--- config.mk ---
export PLATFORM = sky130hd
export DESIGN_NAME = irq_nest_arbiter
export DESIGN_NICKNAME = d
export VERILOG_FILES = /design/src/rtl/irq_nest_pkg.sv /design/src/rtl/irq_flag_bank.sv /design/src/rtl/irq_resolver.sv /design/src/rtl/irq_svc_tracker.sv /design/src/rtl/irq_nest_arbiter.sv
export SDC_FILE = /design/constraint.sdc
export NUM_CORES = 1
export LEC_CHECK = 0
export BUFFER_PORTS_ARGS = -buffer_cell sky130_fd_sc_hd__buf_2
export CORE_UTILIZATION = 40
export DETAILED_ROUTE_END_ITERATION = 16
export PLACE_DENSITY = 0.67
export SYNTH_ARGS = -nofsm -noshare
export SYNTH_HDL_FRONTEND = slang
export SYNTH_SLANG_ARGS = --single-unit
--- constraint.sdc ---
create_clock -name clk -period 2.4 [get_ports clk]
set_input_delay 0.12 -clock clk [delete_from_list [all_inputs] [get_ports clk]]
set_output_delay 0.12 -clock clk [all_outputs]
set_load 0.05 [all_outputs]
--- src/rtl/irq_nest_pkg.sv ---
package irq_nest_pkg;
  localparam int NSRC = 5;
  localparam int NPAIR = 2;
  localparam int VW = $clog2(NSRC);
  localparam int NLVL = 2;
  localparam int SER_IDX = NSRC - 1;

  typedef logic [NSRC-1:0] src_vec_t;
  typedef logic [VW-1:0] vec_t;
  typedef logic [NLVL-1:0] lvl_vec_t;
endpackage

--- src/rtl/irq_flag_bank.sv ---
module irq_flag_bank
  import irq_nest_pkg::*;
(
  input  logic             clk,
  input  logic             rst_n,
  input  logic [NPAIR-1:0] ext_pin_n_i,
  input  logic [NPAIR-1:0] ext_edge_i,
  input  logic [NPAIR-1:0] tmr_ovf_i,
  input  logic             ser_evt_i,
  input  logic             ser_clr_i,
  input  src_vec_t         clr_i,
  output src_vec_t         flag_o
);
  logic [NPAIR-1:0] pin_q, pin_d;
  src_vec_t         flag_q, flag_d;

  // External pins sit on even indices, timers on odd ones.
  for (genvar g = 0; g < NPAIR; g++) begin : g_pair
    localparam int EI = 2 * g;
    localparam int TI = 2 * g + 1;
    assign flag_d[EI] = ext_edge_i[g]
                      ? ((pin_q[g] & ~ext_pin_n_i[g]) | (flag_q[EI] & ~clr_i[EI]))
                      : ~ext_pin_n_i[g];
    assign flag_d[TI] = tmr_ovf_i[g] | (flag_q[TI] & ~clr_i[TI]);
  end

  assign flag_d[SER_IDX] = ser_evt_i | (flag_q[SER_IDX] & ~ser_clr_i);
  assign pin_d = ext_pin_n_i;

  always_ff @(posedge clk or negedge rst_n) begin
    if (!rst_n) begin
      pin_q  <= '1;
      flag_q <= '0;
    end else begin
      pin_q  <= pin_d;
      flag_q <= flag_d;
    end
  end

  assign flag_o = flag_q;


  tmr0_clr_chk: assert property (@(posedge clk) disable iff (!rst_n)
    (clr_i[1] && !tmr_ovf_i[0]) |=> !flag_o[1]);


  ser_keep_chk: assert property (@(posedge clk) disable iff (!rst_n)
    (flag_o[SER_IDX] && !ser_clr_i) |=> flag_o[SER_IDX]);
endmodule

--- src/rtl/irq_resolver.sv ---
module irq_resolver
  import irq_nest_pkg::*;
(
  input  logic     clk,
  input  logic     rst_n,
  input  src_vec_t flag_i,
  input  logic     glb_en_i,
  input  src_vec_t src_en_i,
  input  src_vec_t prio_i,
  input  lvl_vec_t svc_i,
  output logic     req_o,
  output vec_t     vec_o,
  output logic     lvl_o
);
  src_vec_t elig, hi_c, lo_c;

  always_comb begin
    elig  = flag_i & src_en_i & {NSRC{glb_en_i}};
    hi_c  = elig & prio_i & {NSRC{~svc_i[1]}};
    lo_c  = elig & ~prio_i & {NSRC{~(|svc_i)}};
    req_o = 1'b0;
    vec_o = '0;
    lvl_o = 1'b0;
    if (|hi_c) begin
      req_o = 1'b1;
      lvl_o = 1'b1;
      for (int i = NSRC - 1; i >= 0; i--) begin
        if (hi_c[i]) vec_o = VW'(i);
      end
    end else if (|lo_c) begin
      req_o = 1'b1;
      for (int i = NSRC - 1; i >= 0; i--) begin
        if (lo_c[i]) vec_o = VW'(i);
      end
    end
  end


  en_gate_chk: assert property (@(posedge clk) disable iff (!rst_n)
    req_o |-> (glb_en_i && src_en_i[vec_o] && flag_i[vec_o]));


  no_same_lvl_chk: assert property (@(posedge clk) disable iff (!rst_n)
    req_o |-> (!svc_i[1] && (!svc_i[0] || prio_i[vec_o])));


  lvl_match_chk: assert property (@(posedge clk) disable iff (!rst_n)
    req_o |-> (lvl_o == prio_i[vec_o]));
endmodule

--- src/rtl/irq_svc_tracker.sv ---
module irq_svc_tracker
  import irq_nest_pkg::*;
(
  input  logic     clk,
  input  logic     rst_n,
  input  logic     ack_fire_i,
  input  logic     lvl_i,
  input  logic     reti_i,
  output lvl_vec_t svc_o
);
  lvl_vec_t svc_q, svc_d;

  always_comb begin
    svc_d = svc_q;
    if (reti_i) begin
      if (svc_q[1]) svc_d[1] = 1'b0;
      else          svc_d[0] = 1'b0;
    end
    if (ack_fire_i) svc_d[lvl_i] = 1'b1;
  end

  always_ff @(posedge clk or negedge rst_n) begin
    if (!rst_n) svc_q <= '0;
    else        svc_q <= svc_d;
  end

  assign svc_o = svc_q;


  svc_hold_chk: assert property (@(posedge clk) disable iff (!rst_n)
    (!ack_fire_i && !reti_i) |=> $stable(svc_q));


  reti_hi_first_chk: assert property (@(posedge clk) disable iff (!rst_n)
    (reti_i && !ack_fire_i && svc_q[1]) |=> (!svc_q[1] && (svc_q[0] == $past(svc_q[0]))));
endmodule

--- src/rtl/irq_nest_arbiter.sv ---
module irq_nest_arbiter
  import irq_nest_pkg::*;
(
  input  logic             clk,
  input  logic             rst_n,
  input  logic [NPAIR-1:0] ext_pin_n_i,
  input  logic [NPAIR-1:0] ext_edge_i,
  input  logic [NPAIR-1:0] tmr_ovf_i,
  input  logic             ser_evt_i,
  input  logic             ser_clr_i,
  input  logic             glb_en_i,
  input  logic [NSRC-1:0]  src_en_i,
  input  logic [NSRC-1:0]  prio_hi_i,
  input  logic             irq_ack_i,
  input  logic             reti_i,
  output logic             irq_req_o,
  output logic [VW-1:0]    irq_vec_o
);
  logic [1:0] rs_q;
  logic       rst_int_n;
  src_vec_t   flags, clr_vec;
  lvl_vec_t   svc;
  logic       grant_lvl, ack_fire;

  always_ff @(posedge clk or negedge rst_n) begin
    if (!rst_n) rs_q <= '0;
    else        rs_q <= {rs_q[0], 1'b1};
  end
  assign rst_int_n = rs_q[1];

  assign ack_fire = irq_ack_i & irq_req_o;
  assign clr_vec  = ack_fire ? (src_vec_t'(1) << irq_vec_o) : '0;

  irq_flag_bank u_flags (
    .clk(clk), .rst_n(rst_int_n),
    .ext_pin_n_i(ext_pin_n_i), .ext_edge_i(ext_edge_i),
    .tmr_ovf_i(tmr_ovf_i), .ser_evt_i(ser_evt_i), .ser_clr_i(ser_clr_i),
    .clr_i(clr_vec), .flag_o(flags)
  );

  irq_resolver u_pick (
    .clk(clk), .rst_n(rst_int_n),
    .flag_i(flags), .glb_en_i(glb_en_i), .src_en_i(src_en_i),
    .prio_i(prio_hi_i), .svc_i(svc),
    .req_o(irq_req_o), .vec_o(irq_vec_o), .lvl_o(grant_lvl)
  );

  irq_svc_tracker u_svc (
    .clk(clk), .rst_n(rst_int_n),
    .ack_fire_i(ack_fire), .lvl_i(grant_lvl), .reti_i(reti_i),
    .svc_o(svc)
  );


  idle_ack_chk: assert property (@(posedge clk) disable iff (!rst_int_n)
    (irq_ack_i && !irq_req_o && !reti_i) |=> $stable(svc));
endmodule

==> results.yml <==
sta:
  max_freq_mhz: 464
  fin_skew_ns: 0.000880
  rsz0062_at_grt: "no"
  finalCritPeriodShare_pct: 89.7
  setup_viol: 0
  period_needed_ns: 2.15
  final_hold_viol_count: 0
  maxSlewViolCount: 0
  fin_setup_tns_ns: 0
synth:
  syn_area_um2: 726
  avgSynthCellArea_um2: 9.19
  synth.top_cells.by_area: "dfrtp_1 31%, dfstp_2 7.2%, nand2_1 5.2%"
  async_flop_share_pct: 100
  netlist.area_leader.share_pct: 31.0
  synth_warnings: 0
  ys_types: 34
  synth_edf_count: 0
  ys_seq_area_share_pct: 38.3
  synth.ff_latch_count: 11
  synthTopCellsByCount: "10 x nand2_1, 9 x dfrtp_1, 7 x a21oi_1, 7 x inv_1, 7 x nor2_1"
  synth_cells: 79
  syn_nets: 102
  synth-main-ff-cell: "dfrtp_1"
  synth.most_common_cell: "nand2_1"
  yosysTopAreaCell: "dfrtp_1"
final_layout:
  instances_no_fill: 137
  area_delta_synth_final_pct: 30.0
  diodes: 0
  fill_cells: 171
  fin_nets: 136
  final_layout_size_suffix_gt1_share_pct: 38.4
  utilization_pct: 55.2
routing:
  viasPerCell: 5.30
  vias: 726
  routed_wl_um: 1670
  drt_iter0_drc: 11
  wl_per_cell_um: 12.2
  drt_pass1_iterations: 4
  antenna_left: 0
  drc_errors: 0
cts:
  cts_num_sinks: 11
  worstSkewPairLatency_ns: 0.26
  tritoncts: "yes"
  cts.htree.levels: 1
  cts_setup_buffers: 0
  clk_path_buf_depth: 2
  cts_root_buf: "clkbuf_4"
  clk_pin_slew_ns: 0.06
  numCtsBuffers: 3
power:
  p_per_area_mw_per_mm2: 582
  power_leakage_nw: 0.429
  power_w: 0.000549
  peakVddDrop_mv: 0.399
global_route:
  grt_antenna_before_repair: 0
  grt_pass1_wl_um: 2820
  grt_pass1_vias: 683
  grt_usage_pct: 19.8
  overflow: 0
  grt_max_degree: 10
setup_path:
  end_kind: "primary output"
  cp_cell_sequence: "nand3b_1 -> nor3_1 -> o211ai_1 -> a31o_1 -> inv_2 -> buf_2"
  crit_buf_inv: 2
  critPathArrivalTime_ns: 2.03
  critPathTopFamily: "simple AND/OR/NAND/NOR gates"
  cp-start-kind: "flip-flop"
  crit_type: "flip-flop to primary output"
  worst_path_largest_cell_delay_ns: 0.42
  required_ns: 2.28
  worst_path_max_delay_cell: "dfrtp_1"
  crit_path_max_fanout: 6
status:
  outcome: "finished, final reports clean"
hold_path:
  min_path_type: "input pin to flip-flop"
place:
  io_buffers: 26
  hpwl_um: 1400
  routabilityCongestion: 0.875
  placed_cells: 130
floorplan:
  start_util_pct: 42.5
  die_w_um: 44.6
  die_h_um: 44.6
  dieArea_mm2: 0.00199
  fp-row-count: 15
  design.core.area_mm2: 0.00171
  io_pins: 27
run:
  cap_violations: 0
-- path summary, 6_finish.rpt --
kind / start / end / slack (ns) / cells past startpoint
setup / recovery: u_svc.svc_o[1] / irq_vec_o[1] / 0.25 / 6
hold / removal: ser_evt_i / u_flags.flag_o[4] / 0.06 / 2
setup reg to reg: u_svc.svc_o[1] / u_svc.svc_o[0] / 0.68 / 5
hold reg to reg: rs_q[1] / u_svc.svc_o[0] / 0.15 / 0
max in group asynchronous: rs_q[1] / u_flags.pin_q[1] / 1.95 / 0
min in group asynchronous: rs_q[1] / u_svc.svc_o[0] / 0.15 / 0
-- stage by stage --
stage	setup WS, ns	hold WS [ns]	cell area [µm²]
final	0.246	0.0556	943
after global routing	0.158	0.0485	943
after CTS	0.252	0.0450	943
after detailed placement	0.530	-0.0918	887
after global placement	0.607	-0.0951	887
after floorplan	0.522	-0.176	726
-- sequential cells by signal, indices dropped and copies added (netlist names) --
register / count
rs_q: 2
u_flags.flag_o: 5
u_flags.pin_q: 2
u_svc.svc_o: 2
-- layer usage --
metal | track usage [%] | vias to the layer above | part of all wire, %
met1 | 24.6 | 338 | 44
li1 | - | 359 | -
met5 | 0 | - | 0
met2 | 31.8 | 23 | 50
met4 | 12.7 | 0 | 2.6
met3 | 2.86 | 6 | 4.1
-- report_power, final --
part,internal [W],total (W),switching [W]
combinational,0.0000822,0.000207,0.000125
sequential,0.000205,0.000222,0.0000173
clock,0.0000643,0.000120,0.0000559
total,0.000351,0.000549,0.000198
-- final cells by class --
class	instances	area [µm²]	share of cell area (%)
inverter	8	30.0	3.18
multi-input combinational	60	418	44.3
clock buffer	4	26.3	2.79
sequential	11	278	29.4
timing repair buffer	29	160	17.0
tap	25	31.3	3.32
-- cells by family after synthesis --
group	after synthesis	share of synthesized area, %
AOI/OAI and AO/OA	25	27.9
buffers and inverters	8	4.14
DFF	11	38.3
other	1	0.517
and+or+nand+nor	34	29.1
-- cell usage in the layout, fill, tap and decap left out, drive strengths merged, types with 2 or more instances in the layout --
master and count:
nand3 2, a31oi 5, a31o 2, dfrtp 9
a21oi 7, nor2 7, dlygate4sd3 3, clkbuf 4
and4b 2, nor3b 5, o22ai 2, inv 8
nand2 10, nand3b 2, dfstp 2, buf 26
-- repair_timing --
| action | 4_1_cts | 5_1_grt |
|---|---|---|
| resized for setup | 0 | 0 |
| hold endpoints to repair | 4 | 0 |
| hold buffers | 3 | 0 |
Power figures use the tool's default switching activity.
